### config.mk
export PLATFORM = sky130hd
export DESIGN_NAME = vbi_copy_aspect_ins
export DESIGN_NICKNAME = d
export VERILOG_FILES = /design/src/rtl/vbi_ins_pkg.sv /design/src/rtl/vbi_cfg_regs.sv /design/src/rtl/vbi_line_sel.sv /design/src/rtl/vbi_serializer.sv /design/src/rtl/vbi_copy_aspect_ins.sv
export SDC_FILE = /design/constraint.sdc
export NUM_CORES = 1
export LEC_CHECK = 0
export ABC_AREA = 1
export BUFFER_PORTS_ARGS = -buffer_cell sky130_fd_sc_hd__buf_2
export CORE_MARGIN = 4
export CORE_UTILIZATION = 60
export CTS_CLUSTER_DIAMETER = 60
export DETAILED_ROUTE_END_ITERATION = 16
export PLACE_DENSITY = 0.81
export SLEW_MARGIN = 20
export SYNTH_ARGS = -nofsm -noshare
export SYNTH_HDL_FRONTEND = slang
export SYNTH_HIERARCHICAL = 1
export SYNTH_SLANG_ARGS = --single-unit
### constraint.sdc
create_clock -name clk -period 2.5 [get_ports clk]
set_clock_uncertainty 0.05 [all_clocks]
set_input_delay 0.25 -clock clk [delete_from_list [all_inputs] [get_ports clk]]
set_output_delay 0.25 -clock clk [all_outputs]
set_load 0.02 [all_outputs]
### src/rtl/vbi_ins_pkg.sv
package vbi_ins_pkg;

    localparam int COPY_BITS  = 20;
    localparam int WIDE_BITS  = 14;
    localparam int START_BITS = 2;
    localparam logic [START_BITS-1:0] START_PAT = 2'b10;
    localparam int FRAME_MAX  = START_BITS + COPY_BITS;

    localparam int COPY_LINE_ODD  = 20;
    localparam int COPY_LINE_EVEN = 283;
    localparam int WIDE_LINE      = 23;

    typedef enum logic [1:0] {
        ST_IDLE = 2'd0,
        ST_COPY = 2'd1,
        ST_WIDE = 2'd2
    } ser_state_t;

    typedef struct packed {
        logic                 en_odd;
        logic                 en_even;
        logic                 en_wide;
        logic [COPY_BITS-1:0] copy;
        logic [WIDE_BITS-1:0] wide;
    } vbi_cfg_t;

endpackage

### src/rtl/vbi_cfg_regs.sv
module vbi_cfg_regs
    import vbi_ins_pkg::*;
(
    input  logic       clk,
    input  logic       rst_n,
    input  logic       wr_en,
    input  logic [2:0] wr_addr,
    input  logic [7:0] wr_data,
    input  logic       field_start,
    output vbi_cfg_t   act_cfg
);

    vbi_cfg_t shadow_q;

    // byte writes land in the shadow set
    always_ff @(posedge clk or negedge rst_n) begin
        if (!rst_n) begin
            shadow_q <= '0;
        end else if (wr_en) begin
            unique case (wr_addr)
                3'd0: begin
                    shadow_q.en_odd     <= wr_data[0];
                    shadow_q.en_even    <= wr_data[1];
                    shadow_q.en_wide    <= wr_data[2];
                    shadow_q.copy[3:0]  <= wr_data[7:4];
                end
                3'd1: shadow_q.copy[11:4]  <= wr_data;
                3'd2: shadow_q.copy[19:12] <= wr_data;
                3'd3: shadow_q.wide[7:0]   <= wr_data;
                3'd4: shadow_q.wide[13:8]  <= wr_data[5:0];
                default: ;
            endcase
        end
    end

    // active set follows the shadow only at a field boundary
    always_ff @(posedge clk or negedge rst_n) begin
        if (!rst_n) begin
            act_cfg <= '0;
        end else if (field_start) begin
            act_cfg <= shadow_q;
        end
    end

endmodule

### src/rtl/vbi_line_sel.sv
module vbi_line_sel
    import vbi_ins_pkg::*;
#(
    parameter int LINE_W = 10,
    parameter int HCNT_W = 11,
    parameter int WIN_START = 200
)(
    input  logic [LINE_W-1:0] line_num,
    input  logic              field_odd,
    input  logic              pal_mode,
    input  logic [HCNT_W-1:0] hcount,
    input  vbi_cfg_t          act_cfg,
    output logic              go_copy,
    output logic              go_wide
);

    localparam logic [LINE_W-1:0] L_ODD  = LINE_W'(COPY_LINE_ODD);
    localparam logic [LINE_W-1:0] L_EVEN = LINE_W'(COPY_LINE_EVEN);
    localparam logic [LINE_W-1:0] L_WIDE = LINE_W'(WIDE_LINE);
    localparam logic [HCNT_W-1:0] H_TRIG = HCNT_W'(WIN_START);

    logic at_trig, odd_hit, even_hit;

    always_comb begin
        at_trig  = (hcount == H_TRIG);
        // odd-field line
        odd_hit  = (line_num == L_ODD) && field_odd && act_cfg.en_odd;
        // even-field line
        even_hit = (line_num == L_EVEN) && !field_odd && act_cfg.en_even;
        // each payload gated by the standard
        go_copy  = at_trig && !pal_mode && (odd_hit || even_hit);
        go_wide  = at_trig && pal_mode && (line_num == L_WIDE) && act_cfg.en_wide;
    end

endmodule

### src/rtl/vbi_serializer.sv
module vbi_serializer
    import vbi_ins_pkg::*;
#(
    parameter int BIT_CLKS = 16
)(
    input  logic                 clk,
    input  logic                 rst_n,
    input  logic                 go_copy,
    input  logic                 go_wide,
    input  logic [COPY_BITS-1:0] copy_word,
    input  logic [WIDE_BITS-1:0] wide_word,
    output ser_state_t           state_o,
    output logic                 busy,
    output logic                 bit_val
);

    localparam int CLK_W  = (BIT_CLKS > 1) ? $clog2(BIT_CLKS) : 1;
    localparam int BITS_W = $clog2(FRAME_MAX + 1);
    localparam logic [CLK_W-1:0]  CLK_LAST = CLK_W'(BIT_CLKS - 1);
    localparam logic [BITS_W-1:0] N_COPY   = BITS_W'(FRAME_MAX);
    localparam logic [BITS_W-1:0] N_WIDE   = BITS_W'(WIDE_BITS);

    ser_state_t           state_q, state_d;
    logic [FRAME_MAX-1:0] sh_q;
    logic [CLK_W-1:0]     clk_q;
    logic [BITS_W-1:0]    left_q;
    logic                 bit_end, last_bit;

    assign bit_end  = (clk_q == CLK_LAST);
    assign last_bit = bit_end && (left_q == BITS_W'(1));

    // state register
    always_ff @(posedge clk or negedge rst_n) begin
        if (!rst_n) state_q <= ST_IDLE;
        else        state_q <= state_d;
    end

    // transitions
    always_comb begin
        state_d = state_q;
        unique case (state_q)
            ST_IDLE: begin
                if (go_copy)      state_d = ST_COPY;
                else if (go_wide) state_d = ST_WIDE;
            end
            ST_COPY: if (last_bit) state_d = ST_IDLE;
            ST_WIDE: if (last_bit) state_d = ST_IDLE;
            default: state_d = ST_IDLE;
        endcase
    end

    // datapath: shifter and counters
    always_ff @(posedge clk or negedge rst_n) begin
        if (!rst_n) begin
            sh_q   <= '0;
            clk_q  <= '0;
            left_q <= '0;
        end else if (state_q == ST_IDLE) begin
            clk_q <= '0;
            if (go_copy) begin
                sh_q   <= {START_PAT, copy_word};
                left_q <= N_COPY;
            end else if (go_wide) begin
                sh_q   <= {wide_word, {(FRAME_MAX-WIDE_BITS){1'b0}}};
                left_q <= N_WIDE;
            end
        end else if (bit_end) begin
            clk_q  <= '0;
            sh_q   <= {sh_q[FRAME_MAX-2:0], 1'b0};
            left_q <= left_q - BITS_W'(1);
        end else begin
            clk_q <= clk_q + CLK_W'(1);
        end
    end

    // outputs
    always_comb begin
        state_o = state_q;
        busy    = (state_q != ST_IDLE);
        bit_val = sh_q[FRAME_MAX-1];
    end

endmodule

### src/rtl/vbi_copy_aspect_ins.sv
module vbi_copy_aspect_ins
    import vbi_ins_pkg::*;
#(
    parameter int LINE_W    = 10,
    parameter int HCNT_W    = 11,
    parameter int PIX_W     = 8,
    parameter int WIN_START = 200,
    parameter int BIT_CLKS  = 16,
    parameter int LVL_HI    = 169,
    parameter int LVL_LO    = 16
)(
    input  logic              clk,
    input  logic              rst_n,
    input  logic              wr_en,
    input  logic [2:0]        wr_addr,
    input  logic [7:0]        wr_data,
    input  logic              field_start,
    input  logic [LINE_W-1:0] line_num,
    input  logic              field_odd,
    input  logic              pal_mode,
    input  logic [HCNT_W-1:0] hcount,
    input  logic [PIX_W-1:0]  luma_in,
    output logic [PIX_W-1:0]  luma_out
);

    vbi_cfg_t   act_cfg;
    ser_state_t ser_st;
    logic       go_copy, go_wide, busy, bit_val;

    vbi_cfg_regs u_regs (
        .clk(clk), .rst_n(rst_n), .wr_en(wr_en), .wr_addr(wr_addr),
        .wr_data(wr_data), .field_start(field_start), .act_cfg(act_cfg)
    );

    vbi_line_sel #(.LINE_W(LINE_W), .HCNT_W(HCNT_W), .WIN_START(WIN_START)) u_sel (
        .line_num(line_num), .field_odd(field_odd), .pal_mode(pal_mode),
        .hcount(hcount), .act_cfg(act_cfg), .go_copy(go_copy), .go_wide(go_wide)
    );

    vbi_serializer #(.BIT_CLKS(BIT_CLKS)) u_ser (
        .clk(clk), .rst_n(rst_n), .go_copy(go_copy), .go_wide(go_wide),
        .copy_word(act_cfg.copy), .wide_word(act_cfg.wide),
        .state_o(ser_st), .busy(busy), .bit_val(bit_val)
    );

    // level generation or pass-through
    always_comb begin
        if (busy) luma_out = bit_val ? PIX_W'(LVL_HI) : PIX_W'(LVL_LO);
        else      luma_out = luma_in;
    end

endmodule

==> summary.txt <==
Outcome
  – Outcome: finished, final reports clean

GRT
  – Largest net degree at the start of global routing: 75
  – Overflow after GRT: 0
  – Total GRT Usage: 22.30%
  – First-pass GRT wire length: 18,120 um
  – Antenna violations before repair: 0
  – Vias in the first global route: 3,882

STA
  – Final Slew Violations: 0
  – Slew @ Worst Pin: 0.7179 ns
  – Final setup viols: 0
  – Fmax: 464.0 MHz
  – Endpoints failing hold: 0
  – TNS Setup: 0 ns
  – RSZ-0062 raised after global routing: false
  – Tcrit/Tclk final: 86.21%
  – Relative slew slack: 52.14%
  – Final worst slack: 0.3448 ns
  – Tmin final: 2.155 ns

Placed design
  – Port bufs: 53
  – Placement Setup Slack: 0.5851 ns
  – GP Congestion: 0.8469
  – Post-DP HPWL: 7261 um

Floorplanning
  – Die width: 100.2 um
  – IO Pins: 54
  – Core Box Area: 8258 um^2
  – Floorplan row count: 33
  – Die area: 10,030 um^2
  – Die Height: 100.2 um
  – Initial Util: 61.70%

Drt
  – Routed Antenna Nets: 0
  – Via Count: 4,078
  – DR WL/cell: 13.16 um
  – DRC viols: 0
  – DR vias/cell: 5.182
  – 1st-iter DRT viols: 272
  – DR pass1 iterations: 5
  – Final WL: 10,360 um

Synthesis
  – Post-Syn Area: 5095 um^2
  – Synthesized flop and latch total: 107
  – Syn_nets: 678
  – Syn. warnings: 6
  – Post-synthesis average cell area: 8.113 um^2
  – Yosys cell types: 27
  – Synth top area cells: dfrtp_1, nand2_1, inv_1
  – Gate Count Post-Synth: 628
  – Area share of the largest cell type after synthesis: 52.55%
  – Largest area contributor in the netlist: dfrtp_1
  – Seq/Total Area, Yosys: 52.55%

Power
  – Peak VDD IR: 0.4492 mV
  – Leak: 2.937 nW
  – PwrDens: 630.5 nW/um^2

Worst setup path
  – CP max-delay cell: dfrtp_1
  – Worst Path Max Fanout: 23
  – Crit. End Element: primary output
  – CP startpoint kind: flop
  – Critical Path RT: 2.20 ns
  – Crit-path max cell delay: 0.36 ns
  – Worst path arrival time: 1.86 ns
  – Register-to-register setup slack: 0.60 ns
  – Sequence of cells on the critical path: inv_1 -> ha_1 -> inv_2 -> buf_4 -> inv_1 -> nand2_1 -> nand2_1 -> buf_2
  – Setup CP Type: reg2out

Flow run
  – Total of max-cap violations: 0

Final layout
  – Number of fill cells: 708
  – Commonest non-fill, non-tap cell in the layout: nand2_1
  – Syn-to-layout area delta: 9.700%
  – Fin util: 67.68%
  – Layout cells sized above 1: 18.18%
  – Nets: 727
  – Most frequent cells in the layout: nand2_1, dfrtp_1, inv_1, buf_2
  – Antenna Cells: 0

Clock tree
  – CTS Buf Count: 9
  – Sink Count: 107
  – CTS root buf: clkbuf_8
  – # H-tree levels: 3
  – Clk_lat worst skew: 0.37 ns
  – Clock Path Buffers: 2
  – Buffers inserted by post-CTS timing repair: 0
  – TritonCTS clock tree: yes
  – Clk slew on worst S/H paths: 0.11 ns

Hold path
  – Hold Path Class: in2reg
==> cells in the mapped netlist <==
cell type,instances
a21oi_1,3
a21oi_2,1
a22oi_2,1
buf_12,1
buf_2,10
buf_4,4
buf_6,4
clkbuf_1,3
dfrtp_1,107
ha_1,4
inv_1,70
inv_2,5
nand2_1,249
nand2_2,16
nand3_1,44
nand3_2,8
nand4_1,2
nor2_1,25
nor2_2,7
nor2_4,3
nor2_8,2
nor3_4,1
o21ai_0,44
o21ai_1,6
o21ai_2,6
o22ai_1,1
xor2_1,1
==> layout make-up <==
class | count | area [um^2] | area share, %
Sequential cell | 107 | 2678 | 47.91
Multi-Input combinational cell | 424 | 1979 | 35.42
Timing Repair Buffer | 60 | 335.3 | 6.000
Inverter | 75 | 281.5 | 5.037
Tap cell | 105 | 131.4 | 2.351
Clock buffer | 10 | 127.6 | 2.283
Clock inverter | 6 | 56.30 | 1.007
==> sequential cells by signal, indices dropped and copies added, names as in the netlist <==
register and cells:
u_regs/act_cfg 37, u_regs/shadow_q 37, u_ser/clk_q 4, u_ser/left_q 5
u_ser/sh_q 22, u_ser/state_o 2
==> layer usage <==
layer,vias up,track usage [%],share of wire [%]
met5,-,0,0
met2,108,35.83,47
met3,14,2.571,4.9
li1,2028,-,-
met4,0,7.254,1.5
met1,1928,31.99,46
==> report_power, final <==
| group | total, mW | internal (mW) | switching (mW) |
|---|---|---|---|
| Clock | 1.00 | 0.384 | 0.617 |
| Sequential | 2.08 | 1.95 | 0.136 |
| Combinational | 0.438 | 0.169 | 0.269 |
| Total | 3.52 | 2.50 | 1.02 |
==> timing repair <==
item	in CTS	in global routing
hold buffers	1	0
setup endpoints to repair	0	0
endpoints found under the hold margin	53	0
resized for setup	0	0
==> path summary, 6_finish.rpt <==
path                                          from                  end  depth (start not counted)
worst max register to register  u_regs/act_cfg[35]      u_ser/left_q[2]                         10
worst min-delay path                    wr_data[6]   u_regs/shadow_q[6]                          3
worst min register to register      u_ser/clk_q[0]       u_ser/clk_q[0]                          1
min in group asynchronous                    rst_n       u_ser/clk_q[0]                          2
max in group asynchronous                    rst_n  u_regs/shadow_q[23]                          3
worst max-delay path              u_ser/state_o[0]          luma_out[0]                          8
==> critical path: cells and delay by family, from the launching register on <==
kind                       cells  cell delay, ns
DFF                            1            0.36
buffers and inverters          5            0.77
and+or+nand+nor                2            0.14
adders and majority gates      1            0.21
==> kinds of logic after synthesis <==
| family | synth area share [%] |
|---|---|
| xor gates and xnor gates | 0.1719 |
| buffers and inverters | 8.595 |
| adders and majority gates | 0.9824 |
| AOI/OAI and AO/OA | 6.778 |
| and+or+nand+nor | 30.92 |
| DFF | 52.55 |
==> metrics by stage <==
| stage | std cells | area [um^2] | hold slack (ns) | total power, mW |
|---|---|---|---|---|
| 3_3_place_gp | 770 | 5395 | 0.3015 | 2.526 |
| 6_report | 787 | 5589 | 0.1051 | 3.524 |
| 3_5_place_dp | 770 | 5395 | 0.3049 | 2.554 |
| 2_1_floorplan | 628 | 5095 | -0.09559 | 2.359 |
| 5_1_grt | 787 | 5589 | 0.1023 | 3.713 |
| 4_1_cts | 787 | 5589 | 0.09089 | 3.541 |
Note: power is estimated with default switching activity, not from simulation.
